### src/rtl/deglitch_pkg.sv
package deglitch_pkg;

  typedef enum logic [1:0] {
    TC_SHORT = 2'b00,
    TC_MID   = 2'b01,
    TC_LONG  = 2'b10,
    TC_XLONG = 2'b11
  } tc_code_e;

endpackage

### src/rtl/pin_sync.sv
module pin_sync #(
  parameter int STAGES = 2
) (
  input  logic clk,
  input  logic rst,
  input  logic d,
  output logic q
);

  logic [STAGES-1:0] stage_q;

  genvar i;
  generate
    for (i = 0; i < STAGES; i++) begin : g_stage
      if (i == 0) begin : g_first
        always_ff @(posedge clk) begin
          if (rst) stage_q[0] <= 1'b0;
          else     stage_q[0] <= d;
        end
      end else begin : g_next
        always_ff @(posedge clk) begin
          if (rst) stage_q[i] <= 1'b0;
          else     stage_q[i] <= stage_q[i-1];
        end
      end
    end
  endgenerate

  assign q = stage_q[STAGES-1];

endmodule

### src/rtl/tc_select.sv
module tc_select
  import deglitch_pkg::*;
#(
  parameter int          CNT_W   = 15,
  parameter int unsigned TC_CYC0 = 64,
  parameter int unsigned TC_CYC1 = 500,
  parameter int unsigned TC_CYC2 = 4000,
  parameter int unsigned TC_CYC3 = 32000
) (
  input  logic             clk,
  input  logic             rst,
  input  logic [1:0]       sel,
  output logic [CNT_W-1:0] limit,
  output logic             restart
);

  tc_code_e         sel_q;
  logic [CNT_W-1:0] limit_d;
  logic [CNT_W-1:0] limit_q;

  always_comb begin
    case (tc_code_e'(sel))
      TC_SHORT: limit_d = CNT_W'(TC_CYC0);
      TC_MID:   limit_d = CNT_W'(TC_CYC1);
      TC_LONG:  limit_d = CNT_W'(TC_CYC2);
      default:  limit_d = CNT_W'(TC_CYC3);
    endcase
  end

  always_ff @(posedge clk) begin
    if (rst) begin
      sel_q   <= TC_SHORT;
      limit_q <= CNT_W'(TC_CYC0);
    end else begin
      sel_q   <= tc_code_e'(sel);
      limit_q <= limit_d;
    end
  end

  assign limit   = limit_q;
  assign restart = (tc_code_e'(sel) != sel_q);

endmodule

### src/rtl/persist_filter.sv
module persist_filter #(
  parameter int CNT_W = 15
) (
  input  logic             clk,
  input  logic             rst,
  input  logic             en,
  input  logic             din,
  input  logic [CNT_W-1:0] limit,
  input  logic             restart,
  output logic             dout
);

  localparam logic [CNT_W-1:0] ONE = CNT_W'(1);

  logic [CNT_W-1:0] cnt_q;
  logic             out_q;

  always_ff @(posedge clk) begin
    if (rst) begin
      cnt_q <= '0;
      out_q <= 1'b0;
    end else if (!en) begin
      cnt_q <= '0;
      out_q <= din;
    end else if (restart) begin
      cnt_q <= '0;
    end else if (din == out_q) begin
      cnt_q <= '0;
    end else if (cnt_q == limit - ONE) begin
      cnt_q <= '0;
      out_q <= din;
    end else begin
      cnt_q <= cnt_q + ONE;
    end
  end

  assign dout = out_q;


  cnt_range_chk: assert property (@(posedge clk) disable iff (rst)
    cnt_q < limit);


  persist_only_chk: assert property (@(posedge clk) disable iff (rst)
    (en && $past(en) && !$past(restart) && (out_q != $past(out_q)))
      |-> ($past(cnt_q) == $past(limit) - ONE));


  bypass_follow_chk: assert property (@(posedge clk) disable iff (rst)
    !en |=> (out_q == $past(din)));


  restart_clear_chk: assert property (@(posedge clk) disable iff (rst)
    (en && restart) |=> (cnt_q == '0));

endmodule

### src/rtl/input_deglitch.sv
module input_deglitch #(
  parameter int          SYNC_STAGES = 2,
  parameter int          CNT_W       = 15,
  parameter int unsigned TC_CYC0     = 64,
  parameter int unsigned TC_CYC1     = 500,
  parameter int unsigned TC_CYC2     = 4000,
  parameter int unsigned TC_CYC3     = 32000,
  parameter int unsigned ENC_CYC     = 3
) (
  input  logic       clk,
  input  logic       rst,
  input  logic       slow_raw,
  input  logic       slow_en,
  input  logic [1:0] tc_sel,
  input  logic       enc_raw,
  input  logic       enc_en,
  output logic       slow_out,
  output logic       enc_out
);

  localparam logic [CNT_W-1:0] ENC_LIMIT = CNT_W'(ENC_CYC);

  logic             slow_s;
  logic             enc_s;
  logic [CNT_W-1:0] slow_limit;
  logic             slow_restart;

  pin_sync #(.STAGES(SYNC_STAGES)) u_slow_sync (
    .clk(clk), .rst(rst), .d(slow_raw), .q(slow_s)
  );

  pin_sync #(.STAGES(SYNC_STAGES)) u_enc_sync (
    .clk(clk), .rst(rst), .d(enc_raw), .q(enc_s)
  );

  tc_select #(
    .CNT_W(CNT_W), .TC_CYC0(TC_CYC0), .TC_CYC1(TC_CYC1),
    .TC_CYC2(TC_CYC2), .TC_CYC3(TC_CYC3)
  ) u_tc (
    .clk(clk), .rst(rst), .sel(tc_sel),
    .limit(slow_limit), .restart(slow_restart)
  );

  persist_filter #(.CNT_W(CNT_W)) u_slow_filt (
    .clk(clk), .rst(rst), .en(slow_en), .din(slow_s),
    .limit(slow_limit), .restart(slow_restart), .dout(slow_out)
  );

  persist_filter #(.CNT_W(CNT_W)) u_enc_filt (
    .clk(clk), .rst(rst), .en(enc_en), .din(enc_s),
    .limit(ENC_LIMIT), .restart(1'b0), .dout(enc_out)
  );


  reset_low_chk: assert property (@(posedge clk)
    rst |=> (!slow_out && !enc_out));

endmodule

### config.mk
export PLATFORM = sky130hd
export DESIGN_NAME = input_deglitch
export DESIGN_NICKNAME = d
export VERILOG_FILES = /design/src/rtl/deglitch_pkg.sv /design/src/rtl/pin_sync.sv /design/src/rtl/tc_select.sv /design/src/rtl/persist_filter.sv /design/src/rtl/input_deglitch.sv
export SDC_FILE = /design/constraint.sdc
export NUM_CORES = 1
export LEC_CHECK = 0
export ABC_AREA = 1
export ABC_CLOCK_PERIOD_IN_PS = 4500
export BUFFER_PORTS_ARGS = -buffer_cell sky130_fd_sc_hd__buf_2
export CORE_ASPECT_RATIO = 1.75
export CORE_UTILIZATION = 45
export DETAILED_ROUTE_END_ITERATION = 8
export MAX_ROUTING_LAYER = met4
export PLACE_DENSITY = 0.64
export SYNTH_ARGS = -nofsm -noshare
export SYNTH_HDL_FRONTEND = slang
export SYNTH_HIERARCHICAL = 1
export SYNTH_SLANG_ARGS = --single-unit
export TNS_END_PERCENT = 5
### constraint.sdc
create_clock -name clk -period 4.5 [get_ports clk]
set_clock_uncertainty 0.1 [all_clocks]
set_input_delay 0.45 -clock clk [delete_from_list [all_inputs] [get_ports clk]]
set_output_delay 0.45 -clock clk [all_outputs]
set_load 0.01 [all_outputs]
==> key figures <==
Setup path
  – Worst Path Buf+Inv: 0
  – Reg2Reg Launch Point: u_tc/limit[7]
  – Crit-path most repeated cell: nand2_1
  – CP Launch Point: u_tc/limit[7]
  – Family with the most delay on the worst path: simple AND/OR/NAND/NOR gates
  – Critical path class: flop to flop
  – CP cell instances: nor2_1 -> nand2_2 -> nor2_4 -> nand2_1 -> nand2_1 -> nand2_1 -> nor2_1 -> nand2_1 -> nor2_1 -> a21o_4 -> nor3_1
  – Crit path largest cell delay: 0.40 ns
  – Critical path's slowest cell: dfxtp_1
  – Arrival @ worst endpoint: 2.21 ns
  – WP depth: 11
  – CP required: 4.56 ns
  – Critical Path End Type: flop
  – FF-to-FF path depth: 11
  – Setup crit start kind: flop
  – Crit Path Max Fanout: 15

Cells and area
  – Register area: 900.9 µm²
  – Layout Area Growth over Synthesis: 10.85%
  – Cell Count, Final, Fillers Out: 676
  – Ant. Diodes: 0
  – Commonest non-fill, non-tap cells in the layout: nand2_1 (130), inv_1 (87), nor2_1 (82), conb_1 (52), dfxtp_1 (45)
  – Share of cells above drive strength 1: 12.03%
  – Multi-input logic area: 0.002256 mm²
  – Most common cell after layout, fill and taps aside: nand2_1
  – Fillers: 742
  – Final nets: 607

Logic synthesis
  – Multiplexer share of the synthesized area: 0%
  – Post-synth cell types: 32
  – Synth Area in XOR/XNOR: 6.318%
  – Yosys reg bits: 45
  – Ys Warns: 6
  – Synth Area in Simple Gates: 43.90%
  – Combinational family with the most area after synthesis: simple AND/OR/NAND/NOR gates
  – Post-Synth Adder-Cell Area: 3.652%
  – Register area share after synthesis: 26.30%
  – Mapped Cells: 535
  – Cell Area, Synth: 0.003426 mm²
  – Mean post-synth cell area: 6.403 µm²
  – Synth Area in Compound Gates: 6.282%

Power
  – Pwr per Cell Area: 233.4 mW/mm²
  – P_leak: 1.797 nW
  – Peak VDD IR: 0.0001719 V

GRT
  – Total grt overflow: 0
  – Vias in the first global route: 2809
  – First-pass GRT wire length: 11.73 mm
  – Pin count of the biggest net entering global routing: 16
  – Antenna violations before repair: 0
  – GRT Overall Usage: 19.74%

Clocking
  – Clock Path Buffers: 2
  – Depth of the CTS H-tree: 2
  – Clock latency on the worst-skew pair: 0.28 ns
  – CTS root buf: clkbuf_16
  – Clock Pin Slew Worst Setup and Hold Paths: 0.06 ns
  – Post-cts resize count: 0
  – CTS tree: done
  – # hold bufs at CTS: 0
  – Post-CTS Setup Inserts: 0
  – CTS buffer count: 5
  – Clk sinks: 45

Detailed routing
  – Final Routed Wirelength: 7.058 mm
  – Wire per inst: 10.44 µm
  – Vias/cell: 4.528
  – Pre-Repair DR Iteration Count: 4
  – Post-DRT Antenna Nets: 0
  – First-iteration detailed-routing DRC count: 124
  – DRC viols: 0
  – DR vias: 3061

Job
  – Max-Cap Viols: 0

Place
  – Final GP Congestion: 0.8006
  – Placed insts: 668
  – IO Port Bufs: 9
  – HPWL after detailed placement: 6.006 mm

Run status
  – Run status: complete, no violations

Timing
  – Setup Viol. Count Final: 0
  – Fin. Hold Viols: 0
  – Final period utilization: 47.63%
  – Final Max Tran Viols: 0
  – Setup TNS: 0 ns
  – Unrepaired setup endpoints after global routing: no
  – Max Fclk: 466.5 MHz
  – Tmin final: 2.144 ns

Hold path
  – HP Start: slow_raw
  – Min-delay worst type: input pin to flop
  – WHS Path Cells: 3

Die
  – Core area: 0.007284 mm²
  – Site row count: 41
  – Die H: 117.4 µm
  – Die ar.: 0.007980 mm²
  – I/O Pins: 10
  – Die W: 67.96 µm
  – Starting Density: 47.03%
worst reg2reg max path: stages (launching register included):
cell	delay [ns]
dfxtp_1	0.40
nor2_1	0.29
nand2_2	0.11
nor2_4	0.15
nand2_1	0.06
nand2_1	0.06
nand2_1	0.05
nor2_1	0.08
nand2_1	0.06
nor2_1	0.25
a21o_4	0.33
nor3_1	0.09
metrics by stage:
stage                power, W  hold slack [ns]  setup WS [ns]  utilization (%)  cell area, µm²
floorplan           0.0005186           0.2883          2.691                -            3610
global placement    0.0005317           0.2910          2.391            50.12            3651
detailed placement  0.0005331           0.2961          2.362            50.12            3651
CTS                 0.0008946           0.2635          2.351            52.13            3797
global route        0.0009385           0.2697          2.123            52.13            3797
finish              0.0008864           0.2711          2.357            52.13            3797
final timing paths:
| kind | endpoint | slack (ns) |
|---|---|---|
| min | u_slow_sync/stage_q[0] | 0.27 |
| max reg2reg | u_slow_filt/cnt_q[5] | 2.36 |
| max | u_slow_filt/cnt_q[5] | 2.36 |
| min reg2reg | u_enc_sync/q | 0.31 |
where the power goes:
part	leakage [nW]	internal [W]	switching (W)	total, W
Combinational	1.36	0.0000405	0.0000724	0.000113
Sequential	0.366	0.000406	0.00000919	0.000415
Clock	0.0702	0.000206	0.000152	0.000358
Total	1.80	0.000653	0.000233	0.000886
cell usage after synthesis:
cell / n / area share [%]
nand2_1: 130 / 14
inv_1: 87 / 9.5
nor2_1: 82 / 9.0
dfxtp_1: 45 / 26
nand3_1: 44 / 6.4
nor3_1: 16 / 2.3
xor2_1: 14 / 3.6
nor2_2: 12 / 2.2
ha_1: 10 / 3.7
a21oi_2: 8 / 2.0
buf_4: 8 / 1.8
nand4_1: 8 / 1.5
o21ai_0: 8 / 1.2
a21oi_1: 7 / 1.0
xnor2_1: 7 / 1.8
nor3_2: 6 / 1.8
inv_2: 4 / 0.44
nand2_2: 4 / 0.73
nand3_2: 4 / 1.2
nand3b_1: 4 / 0.88
nor2_4: 4 / 1.3
or2_2: 4 / 0.73
conb_1: 3 / 0.33
a21o_4: 2 / 0.88
a21oi_4: 2 / 0.95
and2_1: 2 / 0.37
buf_12: 2 / 1.2
nor3b_1: 2 / 0.44
nor4b_2: 2 / 0.88
xor2_2: 2 / 0.95
buf_6: 1 / 0.33
o21bai_1: 1 / 0.22
layout make-up:
type                    count  area share (%)
well taps                  86           2.834
inverters                  91           8.995
multi-input cells         437           59.41
clock buffers               5           3.295
repair buffers              9           1.186
clock inverters             3          0.5601
flip-flops and latches     45           23.72
state kept, by name, summed over array words and instances, names as in the netlist:
register / cells
u_enc_filt/cnt_q: 15
u_enc_filt/dout: 1
u_enc_sync/q: 1
u_enc_sync/stage_q: 1
u_slow_filt/cnt_q: 15
u_slow_filt/dout: 1
u_slow_sync/q: 1
u_slow_sync/stage_q: 1
u_tc/limit: 7
u_tc/sel_q: 2
logic make-up (layout without fill, tap and decap cells):
| family | after synthesis | after routing |
|---|---|---|
| xor gates and xnor gates | 23 | 23 |
| AOI/OAI and AO/OA | 28 | 28 |
| and+or+nand+nor | 324 | 324 |
| adders and majority gates | 10 | 10 |
| DFF | 45 | 45 |
| other | 3 | 52 |
| buffers and inverters | 102 | 108 |
per-layer routing:
metal | vias to the layer above | track usage, % | wire length [µm]
met5 | - | - | 0
met4 | 0 | 7.292 | 164
met3 | 9 | 2.335 | 69
met2 | 22 | 40.20 | 4322
met1 | 1327 | 16.19 | 2501
li1 | 1703 | - | -
(Power assumes the default switching activity.)
